**config.mk**
```make
export PLATFORM = sky130hd
export DESIGN_NAME = cks_engine
export DESIGN_NICKNAME = d
export VERILOG_FILES = /design/src/rtl/cks_pkg.sv /design/src/rtl/cks_range_sel.sv /design/src/rtl/cks_id_pack.sv /design/src/rtl/cks_accum.sv /design/src/rtl/cks_engine.sv
export SDC_FILE = /design/constraint.sdc
export NUM_CORES = 1
export LEC_CHECK = 0
export BUFFER_PORTS_ARGS = -buffer_cell sky130_fd_sc_hd__buf_2
export CORE_MARGIN = 8
export CORE_UTILIZATION = 45
export DETAILED_ROUTE_END_ITERATION = 8
export PLACE_DENSITY = 0.87
export SYNTH_ARGS = -nofsm -noshare
export SYNTH_HDL_FRONTEND = slang
export SYNTH_SLANG_ARGS = --single-unit
```
**constraint.sdc**
```tcl
create_clock -name clk -period 3.5 [get_ports clk]
set_input_delay 0.525 -clock clk [delete_from_list [all_inputs] [get_ports clk]]
set_output_delay 0.525 -clock clk [all_outputs]
set_load 0.01 [all_outputs]
```
**src/rtl/cks_pkg.sv**
```systemverilog
package cks_pkg;
  localparam int WORD_W  = 14;
  localparam int ADDR_W  = 14;
  localparam int SUM_W   = 16;
  localparam int NUM_IDS = 4;
  localparam int NIB_W   = 4;
  localparam int TAIL_WORDS = 256;
  localparam int PART_MIN_WORDS = 4096;
  localparam logic [WORD_W-1:0] CFG_MASK = 14'h3BFF;
  localparam int PROT_HI_LSB = 12;
  localparam int PROT_LO_LSB = 4;

  typedef enum logic [1:0] {
    PROT_ALL  = 2'b00,
    PROT_HALF = 2'b01,
    PROT_TAIL = 2'b10,
    PROT_NONE = 2'b11
  } prot_e;
endpackage

```
**src/rtl/cks_range_sel.sv**
```systemverilog
module cks_range_sel
  import cks_pkg::*;
#(
  parameter int MEM_WORDS = 4096
) (
  input  logic [ADDR_W-1:0] addr,
  input  logic [WORD_W-1:0] cfg,
  output logic              in_range,
  output logic              id_en
);
  localparam int LIM_W = ADDR_W + 1;
  localparam logic [LIM_W-1:0] LIM_FULL = LIM_W'(MEM_WORDS);
  localparam logic [LIM_W-1:0] LIM_HALF = LIM_W'(MEM_WORDS / 2);
  localparam logic [LIM_W-1:0] LIM_TAIL = LIM_W'(MEM_WORDS - TAIL_WORDS);

  logic [1:0]       hi_pair;
  logic [1:0]       lo_pair;
  prot_e            raw_mode;
  prot_e            eff_mode;
  logic [LIM_W-1:0] limit;

  assign hi_pair = cfg[PROT_HI_LSB +: 2];
  assign lo_pair = cfg[PROT_LO_LSB +: 2];

  always_comb begin
    if (hi_pair == lo_pair) raw_mode = prot_e'(hi_pair);
    else                    raw_mode = PROT_NONE;
  end

  generate
    if (MEM_WORDS >= PART_MIN_WORDS) begin : g_partial
      assign eff_mode = raw_mode;
    end else begin : g_whole_only
      assign eff_mode = (raw_mode == PROT_ALL) ? PROT_ALL : PROT_NONE;
    end
  endgenerate

  always_comb begin
    unique case (eff_mode)
      PROT_ALL:  limit = '0;
      PROT_HALF: limit = LIM_HALF;
      PROT_TAIL: limit = LIM_TAIL;
      default:   limit = LIM_FULL;
    endcase
  end

  assign in_range = ({1'b0, addr} < limit);
  assign id_en    = (eff_mode != PROT_NONE);
endmodule

```
**src/rtl/cks_id_pack.sv**
```systemverilog
module cks_id_pack
  import cks_pkg::*;
(
  input  logic [NUM_IDS*WORD_W-1:0] id_words,
  output logic [NUM_IDS*NIB_W-1:0]  packed_id
);
  generate
    for (genvar i = 0; i < NUM_IDS; i++) begin : g_nib
      assign packed_id[(NUM_IDS-1-i)*NIB_W +: NIB_W] = id_words[i*WORD_W +: NIB_W];
    end
  endgenerate
endmodule

```
**src/rtl/cks_accum.sv**
```systemverilog
module cks_accum
  import cks_pkg::*;
(
  input  logic              clk,
  input  logic              rst_n,
  input  logic              clr,
  input  logic              add_en,
  input  logic [WORD_W-1:0] add_val,
  output logic [SUM_W-1:0]  acc_next
);
  logic [SUM_W-1:0] acc_q;
  logic [SUM_W-1:0] acc_d;
  logic             acc_ce;

  always_comb begin
    acc_next = acc_q + SUM_W'(add_val);
    acc_ce   = clr | add_en;
    acc_d    = clr ? '0 : acc_next;
  end

  always_ff @(posedge clk or negedge rst_n) begin
    if (!rst_n)      acc_q <= '0;
    else if (acc_ce) acc_q <= acc_d;
  end
endmodule

```
**src/rtl/cks_engine.sv**
```systemverilog
module cks_engine
  import cks_pkg::*;
#(
  parameter int MEM_WORDS = 4096
) (
  input  logic                      clk,
  input  logic                      rst_n,
  input  logic                      start,
  input  logic                      word_valid,
  input  logic                      word_last,
  input  logic [ADDR_W-1:0]         word_addr,
  input  logic [WORD_W-1:0]         word_data,
  input  logic [WORD_W-1:0]         cfg_word,
  input  logic [NUM_IDS*WORD_W-1:0] id_words,
  output logic                      done,
  output logic [SUM_W-1:0]          sum_out
);
  logic             in_range;
  logic             id_en;
  logic             word_take;
  logic             word_hit;
  logic             finish;
  logic [SUM_W-1:0] acc_next;
  logic [SUM_W-1:0] packed_id;
  logic [SUM_W-1:0] result_d;
  logic [SUM_W-1:0] result_q;
  logic             done_d;
  logic             done_q;

  cks_range_sel #(.MEM_WORDS(MEM_WORDS)) u_range (
    .addr     (word_addr),
    .cfg      (cfg_word),
    .in_range (in_range),
    .id_en    (id_en)
  );

  cks_id_pack u_idpack (
    .id_words  (id_words),
    .packed_id (packed_id)
  );

  assign word_take = word_valid & ~start;
  assign word_hit  = word_take & in_range;
  assign finish    = word_take & word_last;

  cks_accum u_acc (
    .clk      (clk),
    .rst_n    (rst_n),
    .clr      (start),
    .add_en   (word_hit),
    .add_val  (word_hit ? word_data : '0),
    .acc_next (acc_next)
  );

  always_comb begin
    result_d = acc_next
             + SUM_W'(cfg_word & CFG_MASK)
             + (id_en ? packed_id : '0);
    done_d   = finish;
  end

  always_ff @(posedge clk or negedge rst_n) begin
    if (!rst_n) begin
      result_q <= '0;
      done_q   <= 1'b0;
    end else begin
      done_q <= done_d;
      if (finish) result_q <= result_d;
    end
  end

  assign done    = done_q;
  assign sum_out = result_q;
endmodule

```
==> reports/metrics.csv, run 1 <==
stage,metric,value,unit
status,status,"complete, but fails checks",
status,violations,setup timing,
setup_path,cp_max_fo,11,
grt,grt_pass1_vias,4037,
placement,gp_congestion,0.900,
detailed_routing,ant_nets,0,
floorplanning,die_h,101,um
sta,rsz0062_at_grt,yes,
synth,yosys.area_share.simple,19.0,%
sta,worst_pin_slew,0.888,ns
sta,finalSetupViolations,27,
synth,syn_avg_cell_area,8.74,um^2
synth,synth_top_area_share,25.1,%
sta,setup_ws,-2.03,ns
power,powerDensity,252,nW/um^2
synth,synth_mux_area_share,1.52,%
floorplanning,boundaryPins,120,
synth,ys_types,52,
synth,ys_ff_latch,33,
synth,yosysWarnings,0,
cts,numCtsBuffers,5,
placement,port_buffers,70,
synth,synth_top_cell_by_area,dfrtp_1,
detailed_routing,drt_first_pass_iters,4,
cells_and_area,fillers,470,
sta,drv_slew,0,
synth,synth_top_family_by_area,adder cells,
power,cellLeakagePower,2.72,nW
cts,hold_buffers,0,
synth,synth_compound_area_share,19.5,%
cts,clock_latency,0.30,ns
grt,grt_use_total,23.0,%
sta,clock_skew,0.00828,ns
flow_run,maxCapViolCount,0,
placement,dp_hpwl,7990,um
power,vdd_drop_max,0.000157,V
detailed_routing,vias_per_cell,5.48,
cells_and_area,finish.instance_area,5300,um^2
synth,syn_area,3290,um^2
cts,cts_sinks,33,
detailed_routing,drt_iter0_drc,111,
detailed_routing,vias,3550,
sta,fin_crit,5.53,ns
cells_and_area,final_nets,701,
synth,yosys-top-cells-count,"inv_1, nand2_1, ha_1, dfrtp_1, a21oi_1",
cells_and_area,drive_gt1_share,51.4,%
detailed_routing,wirelength,11800,um
synth,syn_inst,376,
grt,grt-ovfl-total,0,
cts,clk_pin_slew,0.08,ns
min_path,hp-class,in2async,
synth,synth_nets,529,
setup_path,cp.required,3.66,ns
cells_and_area,areaGrowthSynthToFinish,61.2,%
setup_path,worst_setup_path_start_kind,primary input,
sta,fin_hold_ws,0.316,ns
grt,grt_pass1_wl,18500,um
setup_path,cp-end-kind,flop,
synth,synth_xor_area_share,6.13,%
placement,place_area,4610,um^2
detailed_routing,avgRoutedWirePerCell,18.2,um
sta,fin_crit_sh,158,%
floorplanning,initial_core_util,45.8,%
sta,hold_violations,0,
grt,grt_max_degree,34,
sta,fmax,0.181,GHz
synth,synth_edf_count,0,
cts,clock_path_buffers,2,
synth,synthFlopType,dfrtp_1,
setup_path,worstPathArrival,5.69,ns
floorplanning,dieWidth,101,um
synth,ys_top_cells_by_area,"dfrtp_1, ha_1, fa_1",
synth,synth_fa_ha_area_share,22.5,%
synth,yosysMostFrequentCell,inv_1,
setup_path,criticalPathCategory,in2reg,
floorplanning,num_rows,31,
floorplanning,coreArea,7180,um^2
grt,grt_antenna_before_repair,0,
detailed_routing,drc,0,
synth,synth-seq-area-share,25.1,%
cells_and_area,diodes,0,
sta,finalSetupTns,-26.62,ns
synth,synthArstFlopShare,100,%
cts,ctsHtreeMaxLevel,2,
power,total_power,1.34,mW
cts,cts_tree,built,
sta,slew_headroom,40.8,%
cts,clockRootBuffer,clkbuf_8,
floorplanning,die_area,10300,um^2
worst paths after layout:
path	from	end	slack, ns	cells past startpoint
setup / recovery	cfg_word[5]	sum_out[15]$_DFFE_PN0P_	-2.03	28
hold / removal	rst_n	u_acc.acc_q[10]$_DFFE_PN0P_	0.32	1
setup reg to reg	u_acc.acc_q[0]$_DFFE_PN0P_	sum_out[15]$_DFFE_PN0P_	-0.49	17
hold reg to reg	sum_out[0]$_DFFE_PN0P_	sum_out[0]$_DFFE_PN0P_	0.48	2
max in group asynchronous	rst_n	sum_out[12]$_DFFE_PN0P_	2.67	1
min in group clk	sum_out[0]$_DFFE_PN0P_	sum_out[0]$_DFFE_PN0P_	0.48	2
worst max-delay path, cell delays in order:
cell and delay (ns):
buf_6 0.09, or2_4 0.26, or2_4 0.24, ha_4 0.17
inv_4 0.06, ha_4 0.19, a21o_1 0.17, a21o_1 0.15
a21o_2 0.21, a21oi_4 0.18, buf_12 0.15, and2_4 0.15
ha_4 0.21, a21o_1 0.23, a221oi_4 0.32, o21bai_1 0.13
a21oi_2 0.17, xor2_1 0.12, fa_1 0.56, inv_2 0.05
ha_4 0.27, and4_4 0.20, o21a_1 0.12, o31a_1 0.23
o21ai_2 0.09, xnor2_1 0.20, xnor2_1 0.15, o21ai_1 0.08
layer usage:
metal	global-route usage (%)	wire length [um]	vias to the layer above
met5	0	0	-
met4	11.5	474	0
met3	4.67	686	39
met2	42.2	6290	132
met1	24.3	4340	1748
li1	-	-	1631
flip-flops by register name, summed over array words and instances (netlist names):
register and cells:
u_acc.acc_q 16, sum_out 16, done 1
cells in the final DEF, fill, tap and decap left out, types with 13 or more instances in the layout:
master and count:
buf_6 16, ha_4 15, nand3b_1 13, nand2_1 38, inv_1 38, fa_1 13, buf_4 90, dfrtp_1 33
buf_2 66, o21ai_1 14, ha_1 20, a21o_1 14
metrics by stage:
step	std cells	setup WS [ns]	util, %
after floorplan	376	-1.80	-
final	648	-2.03	73.8
after global placement	620	-2.06	64.3
after detailed placement	620	-2.33	64.3
after CTS	640	-1.80	70.7
after global routing	648	-2.20	73.8
what timing repair did:
item | 4_1_cts | 5_1_grt
pin swaps | 14 | 12
resized for setup | 51 | 31
buffers inserted | 12 | 8
endpoints found under the setup margin | 27 | 27
cell families (layout without fill, tap and decap cells):
kind of cell | Yosys count | in the layout
adders and majority gates | 50 | 50
and+or+nand+nor | 116 | 116
xor gates and xnor gates | 23 | 23
DFF | 33 | 33
buffers and inverters | 54 | 227
muxes | 5 | 5
AOI/OAI and AO/OA | 95 | 95
power by group:
group / total (mW) / internal, mW / leakage [nW] / switching (mW)
clock: 0.339 / 0.178 / 0.0542 / 0.161
combinational: 0.549 / 0.271 / 2.22 / 0.277
sequential: 0.448 / 0.425 / 0.439 / 0.0232
area by class of cell:
type                    instances  area (um^2)  area share, %
clock inverters                 1         5.00         0.0945
inverters                      45          171           3.23
well taps                      99          124           2.34
repair buffers                174         1220           23.0
flip-flops and latches         33          826           15.6
clock buffers                   7         96.3           1.82
multi-input cells             289         2860           53.9
No activity file was read; power rests on OpenSTA's default activity.
==> inputs of run 2 (changes only) <==
- PLACE_DENSITY: 0.87 -> 0.84
- RECOVER_POWER: unset -> 100
- clock period: 3.5 -> 6.7 ns (I/O delays scaled with it)
==> reports/metrics.csv, run 2 (synthesis results as in run 1) <==
stage,metric,value,unit,change
min_path,hp-start,sum_out[2]$_DFFE_PN0P_,,
cells_and_area,diodes,0,,unchanged
cts,numCtsBuffers,5,,unchanged
sta,fin_hold_ws,0.486,ns,+0.171 ns
setup_path,cp.required,6.87,ns,+3.21 ns
detailed_routing,drc,0,,unchanged
sta,hold_violations,0,,unchanged
sta,drv_slew,34,,+34
grt,grt_max_degree,35,,+2.9%
power,total_power,581,uW,-57%
floorplanning,initial_core_util,45.8,%,unchanged
cells_and_area,layout_commonest_cell,buf_2,,
sta,fin_crit,6.42,ns,
grt,grt_antenna_before_repair,0,,unchanged
min_path,hold_depth,2,,
detailed_routing,wl_met2,4080,um,-35%
min_path,hp-class,reg2reg,,
grt,grt_use_total,16.9,%,-6.1 points
detailed_routing,wl_met1,3710,um,-14%
cells_and_area,final_cells,557,,-14%
setup_path,worst_setup_path_start_kind,primary input,,
flow_run,maxCapViolCount,1,,+1
detailed_routing,wl_met3,473,um,-31%
power,powerDensity,148,nW/um^2,-41%
grt,grt_pass1_vias,3076,,-24%
power,vdd_drop_max,0.0000734,V,-53%
cts,clock_latency,0.29,ns,about the same
floorplanning,die_h,101,um,unchanged
cts,clockRootBuffer,clkbuf_8,,
setup_path,r2r-end,sum_out[15]$_DFFE_PN0P_,,
setup_path,worstPathArrival,6.59,ns,+0.90 ns
sta,worst_pin_slew,1.91,ns,+1.02 ns
cts,cts_tree,built,,
status,status,"complete, but fails checks",,
placement,gp_congestion,0.916,,+1.8%
floorplanning,boundaryPins,120,,unchanged
sta,slew_headroom,-27.0,%,-68 points
min_path,holdPathEnd,sum_out[2]$_DFFE_PN0P_,,
cts,hold_buffers,0,,unchanged
setup_path,cp-end-kind,flop,,
detailed_routing,maxUsedRoutingLayer,met4,,
grt,grt-ovfl-total,0,,unchanged
setup_path,regToRegStartpoint,u_acc.acc_q[0]$_DFFE_PN0P_,,
placement,dp_hpwl,6780,um,-15%
cts,clock_path_buffers,2,,unchanged
floorplanning,dieWidth,101,um,unchanged
placement,place_inst,550,,-11%
floorplanning,die_area,10300,um^2,unchanged
sta,fmax,0.156,GHz,
setup_path,r2r_cells,17,,unchanged
detailed_routing,wirelength,8410,um,-29%
cells_and_area,areaGrowthSynthToFinish,19.7,%,
status,violations,"capacitance limit, slew limit",,
sta,fin_crit_sh,95.9,%,
cts,clk_pin_slew,0.07,ns,about the same
cells_and_area,final_nets,611,,-13%
power,cellLeakagePower,2.09,nW,-23%
detailed_routing,ant_nets,0,,unchanged
cts,ctsHtreeMaxLevel,2,,unchanged
floorplanning,num_rows,31,,unchanged
setup_path,criticalPathCategory,in2reg,,
grt,grt_pass1_wl,13800,um,-25%
setup_path,cp_max_fo,7,,-4
detailed_routing,drt_iter0_drc,209,,+88%
cells_and_area,final_cell_mix,"buf_2, inv_1, nand2_1",,
cts,cts_sinks,33,,unchanged
sta,finalSetupViolations,0,,-100%
detailed_routing,avgRoutedWirePerCell,15.1,um,-17%
sta,clock_skew,0.00569,ns,-0.00259 ns
detailed_routing,vias,2933,,-17%
floorplanning,coreArea,7180,um^2,unchanged
setup_path,r2r_setup_slack,2.50,ns,+2.99 ns
detailed_routing,vias_per_cell,5.27,,-3.9%
detailed_routing,drt_first_pass_iters,4,,unchanged
placement,port_buffers,70,,unchanged
cells_and_area,drive_gt1_share,19.7,%,-32 points
run 2: area by class of cell:
type                    count  area, um^2
fillers                   652        3240
multi-input cells         289        2290
clock buffers               7        86.3
flip-flops and latches     33         826
inverters                  45         169
well taps                  99         124
repair buffers             84         437
run 2: critical path, cell delays in order:
cell and delay, ns:
buf_2 0.12, or2_1 0.26, or2_2 0.31, ha_1 0.21, inv_1 0.08, ha_1 0.23, a21o_1 0.15, a21o_1 0.17
a21o_2 0.25, a21oi_4 0.22, and2_0 0.17, ha_1 0.24, buf_4 0.15, a21oi_1 0.22, a21bo_2 0.22, nand3_1 0.13
a31o_1 0.25, a21oi_2 0.15, xnor2_1 0.21, fa_1 0.48, ha_1 0.33, o21a_1 0.20, o21ai_1 0.16, a21oi_1 0.09
o21ai_1 0.10, xnor2_1 0.11, xnor2_1 0.26, o21ai_1 0.09
run 2: metal layers:
| layer | global-route usage, % | vias up |
|---|---|---|
| li1 | - | 1445 |
| met1 | 20.6 | 1390 |
| met2 | 28.3 | 81 |
| met3 | 3.78 | 17 |
| met4 | 6.30 | 0 |
| met5 | 0 | - |
run 2: worst max-delay path by stage:
stage            startpoint                       to
3_3_place_gp   cfg_word[13]  sum_out[15]$_DFFE_PN0P_
3_5_place_dp   cfg_word[13]  sum_out[15]$_DFFE_PN0P_
4_1_cts        cfg_word[13]  sum_out[15]$_DFFE_PN0P_
6_report       cfg_word[13]  sum_out[15]$_DFFE_PN0P_
5_1_grt        cfg_word[13]  sum_out[15]$_DFFE_PN0P_
2_1_floorplan  cfg_word[13]  sum_out[15]$_DFFE_PN0P_
run 2: power breakdown:
group | total (mW) | switching, mW | internal, mW
logic | 0.190 | 0.108 | 0.0820
registers | 0.234 | 0.0118 | 0.222
clock network | 0.157 | 0.0753 | 0.0816
run 2: what timing repair did:
| action | 4_1_cts | 5_1_grt |
|---|---|---|
| gates resized for setup | 0 | 8 |
| buffers inserted | 0 | 0 |
| setup endpoints to repair | 0 | 4 |
run 2: per-stage QoR:
stage,worst slack [ns],instance area (um^2),utilization (%),setup TNS [ns]
2_1_floorplan,0.527,3290,-,0
3_3_place_gp,0.124,3830,53.3,0
3_5_place_dp,-0.0703,3830,53.3,-0.0703
4_1_cts,0.176,3910,54.5,0
5_1_grt,-0.0185,3930,54.8,-0.0185
6_report,0.277,3930,54.8,0
==> inputs of run 3 (changes only) <==
- BUFFER_PORTS_ARGS: -buffer_cell sky130_fd_sc_hd__buf_2 -> unset
- DONT_BUFFER_PORTS: unset -> 1
- PLACE_DENSITY: 0.84 -> 0.7
==> reports/metrics.csv, run 3 (synthesis results as in run 1) <==
stage,metric,value,unit,change
cts,cts_sinks,33,,unchanged
flow_run,maxCapViolCount,0,,-1
sta,finalSetupViolations,0,,unchanged
grt,grt_use_total,15.3,%,-1.5 points
power,vdd_drop_max,0.0000592,V,-19%
placement,port_buffers,0,,-100%
setup_path,crit_path_start,cfg_word[13],,
min_path,hp-class,in2async,,
setup_path,critPathCapture,sum_out[15]$_DFFE_PN0P_,,
cells_and_area,diodes,0,,unchanged
setup_path,cp_max_fo,9,,+2
setup_path,worstPathArrival,6.50,ns,-0.09 ns
cts,cts_tree,built,,
setup_path,r2r-end,sum_out[15]$_DFFE_PN0P_,,
cells_and_area,layout_commonest_cell,inv_1,,
detailed_routing,vias,2572,,-12%
setup_path,worst_setup_path_start_kind,primary input,,
sta,fmax,0.158,GHz,+1.2%
setup_path,regToRegStartpoint,u_acc.acc_q[0]$_DFFE_PN0P_,,
cts,hold_buffers,0,,unchanged
cts,clk_pin_slew,0.07,ns,about the same
cts,clock_path_buffers,2,,unchanged
detailed_routing,ant_nets,0,,unchanged
setup_path,cp_slowest_cell,fa_1,,
sta,finalSetupTns,0,ns,unchanged
status,status,finished clean,,
grt,grt_max_degree,35,,unchanged
sta,drv_slew,0,,-100%
cells_and_area,final_cells,479,,-14%
sta,fin_hold_ws,0.410,ns,-0.0761 ns
floorplanning,initial_core_util,45.8,%,unchanged
cts,numCtsBuffers,5,,unchanged
setup_path,critPathMostFrequentCell,ha_1,,
cts,cts_resized,0,,unchanged
setup_path,cpPeakStageDelay,0.46,ns,-0.02 ns
grt,grt_antenna_before_repair,0,,unchanged
detailed_routing,vias_per_cell,5.37,,+2.0%
sta,fin_crit,6.35,ns,-0.0771 ns
detailed_routing,drt_first_pass_iters,4,,unchanged
grt,grt_pass1_vias,2550,,-17%
detailed_routing,avgRoutedWirePerCell,15.9,um,+5.3%
detailed_routing,drt_iter0_drc,69,,-67%
setup_path,r2r_cells,17,,unchanged
floorplanning,coreArea,7180,um^2,unchanged
cts,ctsHtreeMaxLevel,2,,unchanged
floorplanning,dieWidth,101,um,unchanged
cts,post_cts_buffers,0,,unchanged
sta,hold_violations,0,,unchanged
cells_and_area,final_nets,533,,-13%
floorplanning,boundaryPins,120,,unchanged
floorplanning,die_area,10300,um^2,unchanged
grt,grt_pass1_wl,12400,um,-10%
power,cellLeakagePower,1.81,nW,-13%
grt,grt-ovfl-total,0,,unchanged
cts,clockRootBuffer,clkbuf_8,,
placement,place_inst,472,,-14%
sta,worst_pin_slew,0.691,ns,-1.21 ns
cells_and_area,final_cell_mix,"inv_1, nand2_1, ha_1",,
setup_path,criticalPathCategory,in2reg,,
power,powerDensity,153,nW/um^2,+3.7%
cts,clock_latency,0.28,ns,about the same
detailed_routing,wirelength,7620,um,-9.4%
setup_path,cp-end-kind,flop,,
cells_and_area,areaGrowthSynthToFinish,5.94,%,
placement,gp_congestion,0.854,,-6.7%
sta,rsz0062_at_grt,no,,
detailed_routing,drc,0,,unchanged
placement,dp_hpwl,6260,um,-7.8%
sta,clock_skew,0.00201,ns,-0.00368 ns
cells_and_area,drive_gt1_share,5.26,%,-14 points
sta,slew_headroom,53.9,%,+81 points
floorplanning,die_h,101,um,unchanged
floorplanning,num_rows,31,,unchanged
setup_path,cp.required,6.86,ns,about the same
sta,fin_crit_sh,94.7,%,-1.2 points
setup_path,r2r_setup_slack,2.43,ns,-0.07 ns
cells_and_area,fin_util,48.5,%,-6.3 points
-- run 3: changes by cell type in the layout (fill, tap and decap cells not counted), sizes merged --
cell,change
clkbuf,-18
buf,-60
-- run 3: metal layers --
layer / vias up / global-route usage [%] / wire [um]
li1: 1295 / - / -
met1: 1201 / 19.7 / 3510
met2: 67 / 24.3 / 3440
met3: 9 / 4.26 / 558
met4: 0 / 4.81 / 109
met5: - / 0 / 0
-- run 3: area by class of cell --
type / count / area (um^2)
flip-flops and latches: 33 / 826
well taps: 99 / 124
multi-input cells: 289 / 2230
fillers: 714 / 3690
repair buffers: 6 / 45.0
inverters: 45 / 169
clock buffers: 7 / 86.3
-- run 3: critical path, delay by kind of cell --
family,cells,cell delay (ns)
adder cells (fa/ha/maj),5,1.43
XOR/XNOR,3,0.58
buffers and inverters,2,0.15
AO/OA/AOI/OAI,12,2.52
AND/OR/NAND/NOR,4,0.80
-- run 3: worst min path at each step --
stage	from	end	slack, ns	depth (start not counted)
final	rst_n	sum_out[2]$_DFFE_PN0P_	0.41	0
after detailed placement	u_acc.acc_q[0]$_DFFE_PN0P_	u_acc.acc_q[0]$_DFFE_PN0P_	0.51	2
after global routing	rst_n	u_acc.acc_q[9]$_DFFE_PN0P_	0.39	0
after global placement	u_acc.acc_q[15]$_DFFE_PN0P_	u_acc.acc_q[15]$_DFFE_PN0P_	0.49	1
after floorplan	u_acc.acc_q[15]$_DFFE_PN0P_	u_acc.acc_q[15]$_DFFE_PN0P_	0.47	1
after CTS	rst_n	sum_out[11]$_DFFE_PN0P_	0.40	0
-- run 3: power by group --
group / leakage [nW] / switching, mW / internal [mW] / total, mW
Sequential: 0.439 / 0.0266 / 0.222 / 0.249
Combinational: 1.33 / 0.0724 / 0.0574 / 0.130
Clock: 0.0443 / 0.0733 / 0.0816 / 0.155
Total: 1.81 / 0.172 / 0.361 / 0.533
-- run 3: per-stage QoR --
step / power [mW] / setup WS, ns / instance area (um^2)
CTS: 0.546 / 0.347 / 3500
floorplan: 0.355 / 0.527 / 3290
global placement: 0.383 / 0.144 / 3420
finish: 0.533 / 0.354 / 3480
global route: 0.573 / 0.0478 / 3480
detailed placement: 0.387 / 0.0547 / 3420
